--- src/rtl/fpctl_pkg.sv ---
package fpctl_pkg;

  localparam int unsigned CSR_W   = 32;
  localparam int unsigned FLAG_W  = 5;
  localparam int unsigned RM_W    = 3;
  localparam int unsigned FS_W    = 2;
  localparam int unsigned RM_LSB  = FLAG_W;
  localparam int unsigned USED_W  = RM_W + FLAG_W;
  localparam int unsigned FS_NVAL = 1 << FS_W;

  localparam logic [FS_W-1:0] FS_OFF   = '0;
  localparam logic [FS_W-1:0] FS_DIRTY = '1;

  typedef enum logic {
    FS_UPD_NEVER   = 1'b0,
    FS_UPD_PRECISE = 1'b1
  } fs_policy_e;

  typedef enum logic [1:0] {
    VIEW_ALL   = 2'd0,
    VIEW_RMODE = 2'd1,
    VIEW_FLAGS = 2'd2,
    VIEW_CTX   = 2'd3
  } csr_view_e;

  // Control word: rounding mode above the flags, upper bits zero.
  function automatic logic [CSR_W-1:0] pack_ctrl(input logic [RM_W-1:0] rm,
                                                 input logic [FLAG_W-1:0] fl);
    logic [CSR_W-1:0] w;
    w = '0;
    w[RM_LSB +: RM_W] = rm;
    w[0 +: FLAG_W]    = fl;
    return w;
  endfunction

  function automatic logic [CSR_W-1:0] view_read(input logic [1:0] view,
                                                 input logic [RM_W-1:0] rm,
                                                 input logic [FLAG_W-1:0] fl,
                                                 input logic [FS_W-1:0] fs);
    logic [CSR_W-1:0] w;
    w = '0;
    case (view)
      VIEW_ALL:   w = pack_ctrl(rm, fl);
      VIEW_RMODE: w[0 +: RM_W] = rm;
      VIEW_FLAGS: w[0 +: FLAG_W] = fl;
      default:    w[0 +: FS_W] = fs;
    endcase
    return w;
  endfunction

  function automatic logic fs_is_legal(input logic [FS_NVAL-1:0] mask,
                                       input logic [FS_W-1:0] val);
    return mask[val];
  endfunction

  // Sticky merge: software value (if any) first, then raised bits ORed in.
  function automatic logic [FLAG_W-1:0] flags_next(input logic [FLAG_W-1:0] cur,
                                                   input logic sw_wr,
                                                   input logic [FLAG_W-1:0] sw_val,
                                                   input logic [FLAG_W-1:0] acc);
    return (sw_wr ? sw_val : cur) | acc;
  endfunction

endpackage

--- src/rtl/fpctl_csrdec.sv ---
module fpctl_csrdec
  import fpctl_pkg::*;
(
  input  logic              csr_we,
  input  logic [1:0]        csr_view,
  input  logic [CSR_W-1:0]  csr_wdata,
  input  logic [RM_W-1:0]   rm_q,
  input  logic [FLAG_W-1:0] flags_q,
  input  logic [FS_W-1:0]   fs_q,
  output logic              rm_sw_wr,
  output logic [RM_W-1:0]   rm_sw_val,
  output logic              flag_sw_wr,
  output logic [FLAG_W-1:0] flag_sw_val,
  output logic              fs_sw_wr,
  output logic [FS_W-1:0]   fs_sw_val,
  output logic [CSR_W-1:0]  csr_rdata
);

  always_comb begin
    rm_sw_wr    = 1'b0;
    rm_sw_val   = csr_wdata[0 +: RM_W];
    flag_sw_wr  = 1'b0;
    flag_sw_val = csr_wdata[0 +: FLAG_W];
    fs_sw_wr    = 1'b0;
    fs_sw_val   = csr_wdata[0 +: FS_W];
    if (csr_we) begin
      case (csr_view)
        VIEW_ALL: begin
          rm_sw_wr   = 1'b1;
          rm_sw_val  = csr_wdata[RM_LSB +: RM_W];
          flag_sw_wr = 1'b1;
        end
        VIEW_RMODE: rm_sw_wr   = 1'b1;
        VIEW_FLAGS: flag_sw_wr = 1'b1;
        default:    fs_sw_wr   = 1'b1;
      endcase
    end
  end

  assign csr_rdata = view_read(csr_view, rm_q, flags_q, fs_q);

endmodule

--- src/rtl/fpctl_flags.sv ---
module fpctl_flags
  import fpctl_pkg::*;
(
  input  logic              clk,
  input  logic              rst_n,
  input  logic              sw_wr,
  input  logic [FLAG_W-1:0] sw_val,
  input  logic [FLAG_W-1:0] acc,
  output logic [FLAG_W-1:0] flags_q
);

  logic [FLAG_W-1:0] flags_d;

  assign flags_d = flags_next(flags_q, sw_wr, sw_val, acc);

  always_ff @(posedge clk or negedge rst_n) begin
    if (!rst_n) flags_q <= '0;
    else        flags_q <= flags_d;
  end

endmodule

--- src/rtl/fpctl_rmode.sv ---
module fpctl_rmode
  import fpctl_pkg::*;
(
  input  logic            clk,
  input  logic            rst_n,
  input  logic            sw_wr,
  input  logic [RM_W-1:0] sw_val,
  output logic [RM_W-1:0] rm_q
);

  always_ff @(posedge clk or negedge rst_n) begin
    if (!rst_n)     rm_q <= '0;
    else if (sw_wr) rm_q <= sw_val;
  end

endmodule

--- src/rtl/fpctl_ctxstat.sv ---
module fpctl_ctxstat
  import fpctl_pkg::*;
#(
  parameter fs_policy_e       POLICY = FS_UPD_PRECISE,
  parameter logic [FS_NVAL-1:0] LEGAL = '1
) (
  input  logic            clk,
  input  logic            rst_n,
  input  logic            sw_wr,
  input  logic [FS_W-1:0] sw_val,
  input  logic            fpr_write,
  output logic            hw_dirty,
  output logic            sw_accept,
  output logic [FS_W-1:0] fs_q
);

  if (POLICY == FS_UPD_PRECISE) begin : g_precise
    assign hw_dirty = fpr_write;
  end else begin : g_never
    logic unused_fpr;
    assign unused_fpr = fpr_write;
    assign hw_dirty   = 1'b0;
  end

  assign sw_accept = sw_wr && fs_is_legal(LEGAL, sw_val);

  always_ff @(posedge clk or negedge rst_n) begin
    if (!rst_n)         fs_q <= FS_OFF;
    else if (hw_dirty)  fs_q <= FS_DIRTY;
    else if (sw_accept) fs_q <= sw_val;
  end

endmodule

--- src/rtl/fpctl_tracker.sv ---
module fpctl_tracker
  import fpctl_pkg::*;
#(
  parameter fs_policy_e       FS_POLICY = FS_UPD_PRECISE,
  parameter logic [FS_NVAL-1:0] FS_LEGAL = '1
) (
  input  logic              clk,
  input  logic              rst_n,
  input  logic              csr_we,
  input  logic [1:0]        csr_view,
  input  logic [CSR_W-1:0]  csr_wdata,
  output logic [CSR_W-1:0]  csr_rdata,
  input  logic [FLAG_W-1:0] flag_acc,
  input  logic              fpr_write,
  output logic [RM_W-1:0]   rmode_o,
  output logic [FS_W-1:0]   fs_o
);

  // Configuration check: Off and Dirty must both be software-legal.
  if (!FS_LEGAL[FS_OFF] || !FS_LEGAL[FS_DIRTY]) begin : g_cfg_bad
    initial $error("fpctl_tracker: FS_LEGAL must allow Off and Dirty");
  end

  logic [RM_W-1:0]   rm_q;
  logic [FLAG_W-1:0] flags_q;
  logic [FS_W-1:0]   fs_q;
  logic              rm_sw_wr, flag_sw_wr, fs_sw_wr;
  logic [RM_W-1:0]   rm_sw_val;
  logic [FLAG_W-1:0] flag_sw_val;
  logic [FS_W-1:0]   fs_sw_val;
  logic              fs_hw_dirty, fs_sw_accept;

  fpctl_csrdec u_dec (
    .csr_we     (csr_we),
    .csr_view   (csr_view),
    .csr_wdata  (csr_wdata),
    .rm_q       (rm_q),
    .flags_q    (flags_q),
    .fs_q       (fs_q),
    .rm_sw_wr   (rm_sw_wr),
    .rm_sw_val  (rm_sw_val),
    .flag_sw_wr (flag_sw_wr),
    .flag_sw_val(flag_sw_val),
    .fs_sw_wr   (fs_sw_wr),
    .fs_sw_val  (fs_sw_val),
    .csr_rdata  (csr_rdata)
  );

  fpctl_flags u_flags (
    .clk    (clk),
    .rst_n  (rst_n),
    .sw_wr  (flag_sw_wr),
    .sw_val (flag_sw_val),
    .acc    (flag_acc),
    .flags_q(flags_q)
  );

  fpctl_rmode u_rmode (
    .clk   (clk),
    .rst_n (rst_n),
    .sw_wr (rm_sw_wr),
    .sw_val(rm_sw_val),
    .rm_q  (rm_q)
  );

  fpctl_ctxstat #(.POLICY(FS_POLICY), .LEGAL(FS_LEGAL)) u_ctx (
    .clk      (clk),
    .rst_n    (rst_n),
    .sw_wr    (fs_sw_wr),
    .sw_val   (fs_sw_val),
    .fpr_write(fpr_write),
    .hw_dirty (fs_hw_dirty),
    .sw_accept(fs_sw_accept),
    .fs_q     (fs_q)
  );

  assign rmode_o = rm_q;
  assign fs_o    = fs_q;

endmodule

--- config.mk ---
export PLATFORM = sky130hd
export DESIGN_NAME = fpctl_tracker
export DESIGN_NICKNAME = d
export VERILOG_FILES = /design/src/rtl/fpctl_pkg.sv /design/src/rtl/fpctl_csrdec.sv /design/src/rtl/fpctl_flags.sv /design/src/rtl/fpctl_rmode.sv /design/src/rtl/fpctl_ctxstat.sv /design/src/rtl/fpctl_tracker.sv
export SDC_FILE = /design/constraint.sdc
export NUM_CORES = 1
export LEC_CHECK = 0
export BUFFER_PORTS_ARGS = -buffer_cell sky130_fd_sc_hd__clkbuf_2
export CAP_MARGIN = 20
export CORE_MARGIN = 2
export CORE_UTILIZATION = 39
export CTS_CLUSTER_SIZE = 14
export DETAILED_ROUTE_END_ITERATION = 7
export GPL_ROUTABILITY_DRIVEN = 0
export PLACE_DENSITY_LB_ADDON = 0.12
export SLEW_MARGIN = 20
export SYNTH_ARGS = -nofsm -noshare
export SYNTH_HDL_FRONTEND = slang
export SYNTH_HIERARCHICAL = 1
export SYNTH_SLANG_ARGS = --single-unit
export TNS_END_PERCENT = 20
--- constraint.sdc ---
create_clock -name clk -period 1.64 [get_ports clk]
set_clock_uncertainty 0.15 [all_clocks]
set_input_delay 0.082 -clock clk [delete_from_list [all_inputs] [get_ports clk]]
set_output_delay 0.082 -clock clk [all_outputs]
set_load 0.005 [all_outputs]
* Word level (Yosys, flattened, before mapping)
Index checks and enable logic that the tools add are counted.
Storage, ports and cells: memories kept 0, flip-flop bits (word level) 10, input bits 43, logic and storage cells 30, output and inout bits 37, bits in read-only memories 0, latch bits 0, bits in writable memories 0
Operators by class: shift operators 0, eq/ne operators 2, $lt $le $gt $ge 1, divide/modulo/power cells 0, mux-type cells 17, $mul 0, reduce and logical (&&, ||, !) cells 6, $add $sub $neg 0, bitwise operators 1
Operators by type and width (count):
- 3-bit two-way mux | 3
- 1-bit two-way mux | 7
- 2-bit two-way mux | 3
- 5-bit two-way mux | 1
- 5-bit bitwise OR | 1
- 2-bit one-hot mux with 2 select lines | 1
- 2-bit OR reduction | 2
- 2-bit by 3-bit < comparator with 1-bit output (second input constant) | 1
- 3-bit OR reduction | 1
- 1-bit binary-select mux with 2-bit select | 1
- 2-bit by 1-bit == test with 1-bit output (second input constant) | 1
- 2-bit == test (second input constant) | 1
- 2-bit zero test | 1
- 1-bit one-hot mux with 2 select lines | 1
- 2-bit nonzero test | 1
- 1-bit logical AND | 1

* Longest topological paths before layout
Gate-level depths: netlist of the first run.
depth after elaboration 7, gate-level depth with buffers 5, mapped depth without buffers 3

* Modules after synthesis
The synthesis of the first run kept the hierarchy.
Modules (own cells, without submodules):
- fpctl_csrdec | area each 412.9 µm², seq. area each 0.0 µm², cells each 56, times used 1
- fpctl_flags | area each 224.0 µm², seq. area each 125.1 µm², cells each 16, times used 1
- fpctl_rmode | area each 108.9 µm², seq. area each 75.1 µm², cells each 6, times used 1
- fpctl_ctxstat | area each 95.1 µm², seq. area each 50.0 µm², cells each 8, times used 1

* Worst setup path before layout of the first run
No wires, ideal clock.
path type in2reg, from in csr_view[1], to reg u_rmode.rm_q[0], path buffers 1, library setup time 0.125 ns, slack 0.368 ns, data arrival time 0.997 ns, cell stages on the path 4, required time 1.365 ns, cell sequence buf_6 nor3b_4 mux2_1 mux2_2
Between the ends: elaborated cells on any way between the ends 7, classes of those cells eq/ne (1); mux (4); reduce/logical (2)
RTL lines:
- start: declaration | line fpctl_tracker.sv:10 | input logic [1:0] csr_view,
- 2-bit zero test | line fpctl_csrdec.sv:27 | case (csr_view)
- 3-bit two-way mux | line fpctl_csrdec.sv:27
- 3-bit two-way mux | line fpctl_csrdec.sv:26 | if (csr_we) begin
- via rm_sw_val[0] | line fpctl_tracker.sv:28 | logic [RM_W-1:0] rm_sw_val;
- end signal: assignment | line fpctl_rmode.sv:13 | else if (sw_wr) rm_q <= sw_val;
- end: declaration | line fpctl_rmode.sv:8 | output logic [RM_W-1:0] rm_q
The timed path passes the listed nets, and every way through them passes these cells. A chain may end at the register's enable or synchronous reset.

==> results by stage, run 1 <==
Outcome:
- The flow ran to the end, and the final reports show no timing, DRC or antenna violations.

STA:
- The fraction of the cycle the final worst path needs is 0.981.
- Subtracting the final worst setup slack from the clock period gives 1.61 ns.
- The number of max-slew violations in the final report came to 0.
- The setup total negative slack is 0 ns.
- Setup repair after global routing left no endpoint under its margin.
- The number of endpoints with negative hold slack in the final report was 0.
- Derived from the worst setup path, the maximum achievable clock frequency is 0.622 GHz.
- The final-report setup violation count is 0.

Critical path:
- For the worst flop-to-flop path, the logic depth is 3.
- The kind of cell with the highest combined delay on the critical path is buffers and inverters.
- The endpoint of the most critical register-to-register path is u_ctx/fs_q[0].
- The largest single stage delay on the critical path is 0.55 ns.
- The slowest stage of the critical path belongs to the cell sky130_fd_sc_hd__dlygate4sd3_1.
- The number of buffers and inverters on the critical path is 1.
- Walking the worst path, the cells encountered are nor2b_1 > a211o_1 > dlygate4sd3_1.
- The worst endpoint required time is 1.63 ns.
- The source of the critical timing path is u_ctx/fs_q[0].
- The setup check on the worst reg-to-reg path leaves a slack of 0.03 ns.
- The worst setup path is launched from a register.
- The start-to-end type of the worst setup path is register to register.
- The endpoint of the most critical setup path is u_ctx/fs_q[0].
- The worst setup path is captured at a register.
- For the worst setup path, the data arrival time is 1.59 ns.
- The number of cells on the critical path is 3.
- In this run the worst path has a maximum fanout of 3.
- The launch point of the worst reg-to-reg path is u_ctx/fs_q[0].

Routing:
- The number of vias per cell after detailed routing is 4.09.
- For this run, design rule violations remaining after detail routing come to 0.
- The detailed router finished its first iteration with 3 violations.
- The detailed-route wire length per cell is 9.83 um.
- The pre-antenna-repair detailed-routing pass consisted of 2 iterations.
- Wires add up to 1.48 mm.
- For this block, the via count after detailed routing is 618.
- The number of nets with antenna violations after routing is 0.

Clock tree:
- The CTS tree is yes.
- The number of sinks on the clock net is 10.
- The clock transition at the register clock pins on the worst setup and hold paths after CTS is 0.06 ns.
- The clock latency of the later-clocked register in the worst-skew pair is 0.25 ns.
- CTS built an H-tree with a depth of 1.
- The tree is rooted in a sky130_fd_sc_hd__clkbuf_4.
- Gates resized during post-CTS repair numbered 0.
- Counting along the longest clock path gives a buffer depth of 2.
- Clock tree synthesis inserted a total of 3 buffers.
- The number of setup buffers added after CTS is 0.

Place:
- Summing all placed instances gives a cell area of 863 um2.
- During placement, the flow inserted port buffers numbering 31.
- Detailed placement ended at an HPWL of 1.12 mm.

Floorplanning:
- The number of rows in the core area is 16.
- The die covers 0.00250 mm2.
- After floorplanning, the core was sized to cover 0.00198 mm2.
- The overall die height is 50.0 um.
- The starting density of the core is 0.417.
- Measured along the x axis, the die boundary spans 50.0 um.
- The total I/O pin count is 80.

Final layout:
- The share of final-layout standard cells stronger than drive strength 1 is 0.371.
- For this run, the post-layout net count is 169.
- Relative to the synthesized area, the layout overhead comes to 24.2%.
- Leaving out fill and tap cells, the most frequent cell in the layout is sky130_fd_sc_hd__clkbuf_2.
- The top cell types in the final layout, fill and taps aside, are sky130_fd_sc_hd__clkbuf_2 (31), sky130_fd_sc_hd__conb_1 (24), sky130_fd_sc_hd__dlygate4sd3_1 (14), sky130_fd_sc_hd__dfrtp_1 (10), sky130_fd_sc_hd__a211o_1 (7).
- After routing the design area is 0.00103 mm2.
- The fill cell total of the finished layout is 192.
- The antenna diode count is 0.

Min path:
- The path class of the lowest-slack min-delay path is input pin to register.

Pwr:
- Dividing total power by cell area gives a power density of 614 mW/mm2.
- The maximum vdd drop is 374 uV.
- The analysis attributes to cell leakage a power of 0.511 nW.
- The sum of internal, switching and leakage power is 0.000630 W.

Synthesis:
- The gate count of the mapped netlist is 84.
- During synthesis, Yosys emitted a total of 6 warnings.
- After synthesis the cells add up to 826 um2.
- After synthesis, the mean cell area works out to 9.83 um2.

Global route:
- The via count of the first global-routing pass came to 549.
- The number of antenna violations at the first check in global routing is 0.
- The overflow left after global routing is 0.
- The largest net degree at the start of global routing is 12.
- In the global route stage, overall resource usage came out at 0.128.
- The global-route wire length before repair is 2.35 mm.

Flow run:
- The tool flagged a number of max-cap violations equal to 0.
==> where the power goes <==
part,switching (W),total (W),internal (W)
combinational,0.0000801,0.000187,0.000107
clock,0.0000729,0.000157,0.0000842
sequential,0.0000167,0.000286,0.000269
==> routing by layer <==
metal / routed length [um] / track usage / vias to the layer above
li1: - / - / 310
met1: 620 / 0.146 / 271
met2: 742 / 0.217 / 35
met3: 106 / 0.0212 / 2
met4: 15 / 0.0833 / 0
met5: 0 / 0 / -
==> cell type report <==
type,count,area [um2],share of cell area
Multi-Input combinational cell,62,398,0.388
Clock buffer,3,22.5,0.0220
Sequential cell,10,250,0.244
Tap cell,27,33.8,0.0329
Timing Repair Buffer,48,318,0.310
Inverter,1,3.75,0.00366
==> flip-flops by register name (all words and copies together), names as in the netlist <==
name,count
u_flags/flags_q,5
u_rmode/rm_q,3
u_ctx/fs_q,2
==> stage by stage <==
step / hold slack (ns) / util / std cells / setup slack (ns)
2_1_floorplan: -0.364 / - / 107 / 0.368
3_3_place_gp: -0.182 / 0.436 / 134 / 0.212
3_5_place_dp: -0.184 / 0.436 / 134 / 0.210
4_1_cts: 0.0274 / 0.518 / 151 / 0.0422
5_1_grt: 0.0456 / 0.518 / 151 / 0.00528
6_report: 0.0322 / 0.518 / 151 / 0.0316
==> worst min-delay path by stage <==
stage | startpoint | to | slack [ns] | cells past startpoint
after floorplan | rst_n | u_ctx/fs_q[0] | -0.36 | 0
after global placement | rst_n | u_flags/flags_q[3] | -0.18 | 1
after detailed placement | rst_n | u_flags/flags_q[3] | -0.18 | 1
after CTS | csr_wdata[7] | u_rmode/rm_q[2] | 0.03 | 3
after global routing | csr_wdata[7] | u_rmode/rm_q[2] | 0.05 | 3
final | csr_wdata[7] | u_rmode/rm_q[2] | 0.03 | 3
==> what timing repair did <==
action	4_1_cts	5_1_grt
hold buffers	14	0
setup endpoints to repair	0	0
hold endpoints to repair	17	0
==> worst register-to-register path, cell delays in order, from the launching register on <==
cell	delay, ns
sky130_fd_sc_hd__dfrtp_1	0.40
sky130_fd_sc_hd__nor2b_1	0.14
sky130_fd_sc_hd__a211o_1	0.26
sky130_fd_sc_hd__dlygate4sd3_1	0.55
(Power assumes the default switching activity.)
==> run 2: changes to the inputs <==
--- a/config.mk
+++ b/config.mk
@@ -5,6 +5,7 @@
 export SDC_FILE = /design/constraint.sdc
 export NUM_CORES = 1
 export LEC_CHECK = 0
+export ABC_CLOCK_PERIOD_IN_PS = 1640
 export BUFFER_PORTS_ARGS = -buffer_cell sky130_fd_sc_hd__clkbuf_2
 export CAP_MARGIN = 20
 export CORE_MARGIN = 2
@@ -13,6 +14,7 @@
 export DETAILED_ROUTE_END_ITERATION = 7
 export GPL_ROUTABILITY_DRIVEN = 0
 export PLACE_DENSITY_LB_ADDON = 0.12
+export SETUP_SLACK_MARGIN = 0.05
 export SLEW_MARGIN = 20
 export SYNTH_ARGS = -nofsm -noshare
 export SYNTH_HDL_FRONTEND = slang
==> run 2 against run 1 <==
  * Non-clock buffer count stayed put
  * Via count unchanged
  * Sequential power hardly changed
  * Clock power about the same
  * Fmax up 1.7%
  * Hold slack lost 0.0018 ns
  * Sequential share of layout area did not move
  * Critical path type is now input pin to register
  * Critical endpoint is now u_flags/flags_q[1]
  * Largest cell class unchanged
  * Largest power group unchanged
  * Highest routed layer unchanged
==> results by stage, run 2 (synthesis gave the netlist of run 1 again) <==
Clock tree:
- The clock transition at the register clock pins on the worst setup and hold paths after CTS is 0.06 ns (about the same).
- The clock latency of the later-clocked register in the worst-skew pair was 0.25 ns (about the same).
- The number of sinks on the clock net is 10 (unchanged).
- The clock root buffer is sky130_fd_sc_hd__clkbuf_4.
- The deepest clock path buffer count was 2 (unchanged).
- The CTS tree is yes.
- The level count of the clock H-tree came to 1 (unchanged).
- The number of CTS-inserted buffers is 3 (unchanged).
- The number of instances resized during post-cts repair is 0 (unchanged).

STA:
- The number of endpoints with negative hold slack in the final report is 0 (unchanged).
- The worst setup slack after layout came to 0.0587 ns (+0.0271 ns).
- Setup repair after global routing could not meet its margin everywhere.
- The final-report setup violation count is 0 (unchanged).
- The number of max-slew violations in the final report is 0 (unchanged).
- The top achievable clock speed is 0.632 GHz (+1.7%).
- The minimum clock period after layout is 1.58 ns (-0.0271 ns).
- The setup total negative slack is 0 ns (unchanged).
- The fraction of the cycle the final worst path needs is 0.964 (-0.0165).

Global route:
- The global-route wire length before repair is 2.32 mm (-1.4%).
- The total routing resource utilization after global routing is 0.127 (-0.000634).
- The overflow left after global routing came to 0 (unchanged).
- The number of antenna violations at the first check in global routing is 0 (unchanged).
- The largest net degree at the start of global routing is 12 (unchanged).
- The via count of the first global-routing pass is 531 (-3.3%).

Critical path:
- The kind of cell with the highest combined delay on the critical path is buffers and inverters.
- The launch point of the worst reg-to-reg path is u_flags/flags_q[2].
- The critical-path maximum fanout is 3 (unchanged).
- The maximum single-stage delay on the critical path is 0.55 ns (about the same).
- The source of the critical timing path is csr_wdata[1].
- The buffers plus inverters on the worst setup path is 3 (+2).
- The depth of the worst register-to-register path came to 3 (unchanged).
- The number of cells on the critical path is 4 (+1).
- The worst setup path is captured at a register.
- The critical path goes through dlygate4sd3_1 > clkbuf_2 > a211o_1 > dlygate4sd3_1.
- The endpoint arrival time on the critical path is 1.57 ns (-0.02 ns).
- The worst endpoint required time is 1.63 ns (about the same).
- In this run the critical register-to-register path is captured at u_flags/flags_q[2].
- The endpoint of the most critical setup path is u_flags/flags_q[1].
- The start-to-end type of the worst setup path is input pin to register.
- The most frequent cell on the critical path is sky130_fd_sc_hd__dlygate4sd3_1.
- The startpoint type of the worst setup path is an input pin.
- The largest individual stage delay along the critical path comes from the cell sky130_fd_sc_hd__dlygate4sd3_1.
- The internal reg-to-reg setup slack is 0.08 ns (+0.05 ns).

Routing:
- The vias after detailed routing came to 618 (unchanged).
- The number of nets with antenna violations after routing is 0 (unchanged).
- The number of vias per cell after detailed routing is 4.09 (unchanged).
- The detailed-route wire length per cell was 9.71 um (-1.2%).
- The number of DRC markers after the initial detailed-route iteration came to 3 (unchanged).
- The total DRC errors in the routed layout is 0 (unchanged).
- The number of optimization iterations in the first detailed-route pass came to 2 (unchanged).
- The total wire length came to 1.47 mm (-1.2%).

Floorplanning:
- The overall die height is 50.0 um (unchanged).
- The area of the die is 0.00250 mm2 (unchanged).
- The starting density of the core is 0.417 (unchanged).
- The number of rows in the core area was 16 (unchanged).
- The core footprint is 0.00198 mm2 (unchanged).
- The total I/O pin count is 80 (unchanged).
- The die span in x is 50.0 um (unchanged).

Place:
- The minimum setup slack after placement is 0.210 ns (unchanged).
- The placed wire-length estimate is 1.12 mm (unchanged).
- The number of instances in the placed design is 134 (unchanged).
- The cell area after placement is 863 um2 (unchanged).
- The count of buffers from port buffering is 31 (unchanged).

Final layout:
- The commonest non-fill, non-tap cell in the layout is sky130_fd_sc_hd__clkbuf_2.
- In the layout the commonest cells are sky130_fd_sc_hd__clkbuf_2 (31), sky130_fd_sc_hd__conb_1 (24), sky130_fd_sc_hd__dlygate4sd3_1 (14), sky130_fd_sc_hd__dfrtp_1 (10), sky130_fd_sc_hd__a211o_1 (7).
- The area occupied by registers is 250 um2 (unchanged).
- The share of final-layout standard cells stronger than drive strength 1 is 0.371 (unchanged).
- The top register by number of flip-flops is u_flags/flags_q.
- The antenna diode count came to 0 (unchanged).
- The area added between synthesis and finish is 24.2% (unchanged).
- The area of combinational cells with multiple inputs is 398 um2 (unchanged).
- The largest registers in the layout are u_flags/flags_q (5), u_rmode/rm_q (3), u_ctx/fs_q (2).
- The post-route cell area came to 0.00103 mm2 (unchanged).
- The flip-flop count of the largest register, all copies and words added is 5 (unchanged).
- The final net count was 169 (unchanged).
- The fill cell total of the finished layout was 188 (-2.1%).
- The non-filler instance count after layout is 151 (unchanged).

Pwr:
- The total power per unit cell area was 615 mW/mm2 (+0.12%).
- The maximum vdd drop is 373 uV (-0.28%).
- The leakage component of the power is 0.515 nW (+0.80%).

Min path:
- The path class of the lowest-slack min-delay path is input pin to register.
- The instance count along the most critical hold path came to 3 (unchanged).

Outcome:
- The flow ran to the end, and the final reports show no timing, DRC or antenna violations.

Flow run:
- The max capacitance violation total came to 0 (unchanged).
==> run 2: cell counts in the layout (fill, tap and decap cells not counted) <==
No cell type changed its count.
==> run 2: tightest hold or removal path: stages <==
cell and delay [ns]:
sky130_fd_sc_hd__clkbuf_2 0.08, sky130_fd_sc_hd__mux2_1 0.11, sky130_fd_sc_hd__mux2_2 0.13
==> run 2: worst min path at each step <==
| stage | start | to | slack, ns |
|---|---|---|---|
| floorplan | rst_n | u_ctx/fs_q[0] | -0.36 |
| global placement | rst_n | u_flags/flags_q[3] | -0.18 |
| detailed placement | rst_n | u_flags/flags_q[3] | -0.18 |
| CTS | csr_wdata[7] | u_rmode/rm_q[2] | 0.03 |
| global route | csr_wdata[6] | u_rmode/rm_q[1] | 0.05 |
| finish | csr_wdata[7] | u_rmode/rm_q[2] | 0.03 |
==> run 2: timing repair <==
item                                    CTS  global route
setup buffers                             0             0
hold buffers                             14             1
hold endpoints to repair                 17             1
endpoints found under the setup margin    0             3
==> run 2: routing by layer <==
layer / vias to the layer above / wire length, um / GRT usage
met5: - / 0 / 0
met4: 0 / 15 / 0.0833
met3: 2 / 108 / 0.0212
met2: 35 / 729 / 0.211
met1: 271 / 613 / 0.150
li1: 310 / - / -
==> run 2: power breakdown <==
group          switching (W)  leakage [nW]  internal [W]
clock network      0.0000742        0.0138     0.0000843
logic              0.0000799         0.399      0.000107
registers          0.0000167         0.103      0.000269
==> run 2: per-stage QoR <==
stage | power, W | hold slack, ns | util
floorplan | 0.000432 | -0.364 | -
global placement | 0.000449 | -0.182 | 0.436
detailed placement | 0.000451 | -0.184 | 0.436
CTS | 0.000644 | 0.0274 | 0.518
global route | 0.000683 | 0.0453 | 0.518
finish | 0.000631 | 0.0304 | 0.518
==> run 2: area by class of cell <==
type | instances | share of cell area
multi-input combinational | 62 | 0.388
inverter | 1 | 0.00366
sequential | 10 | 0.244
tap | 27 | 0.0329
clock buffer | 3 | 0.0220
timing repair buffer | 48 | 0.310
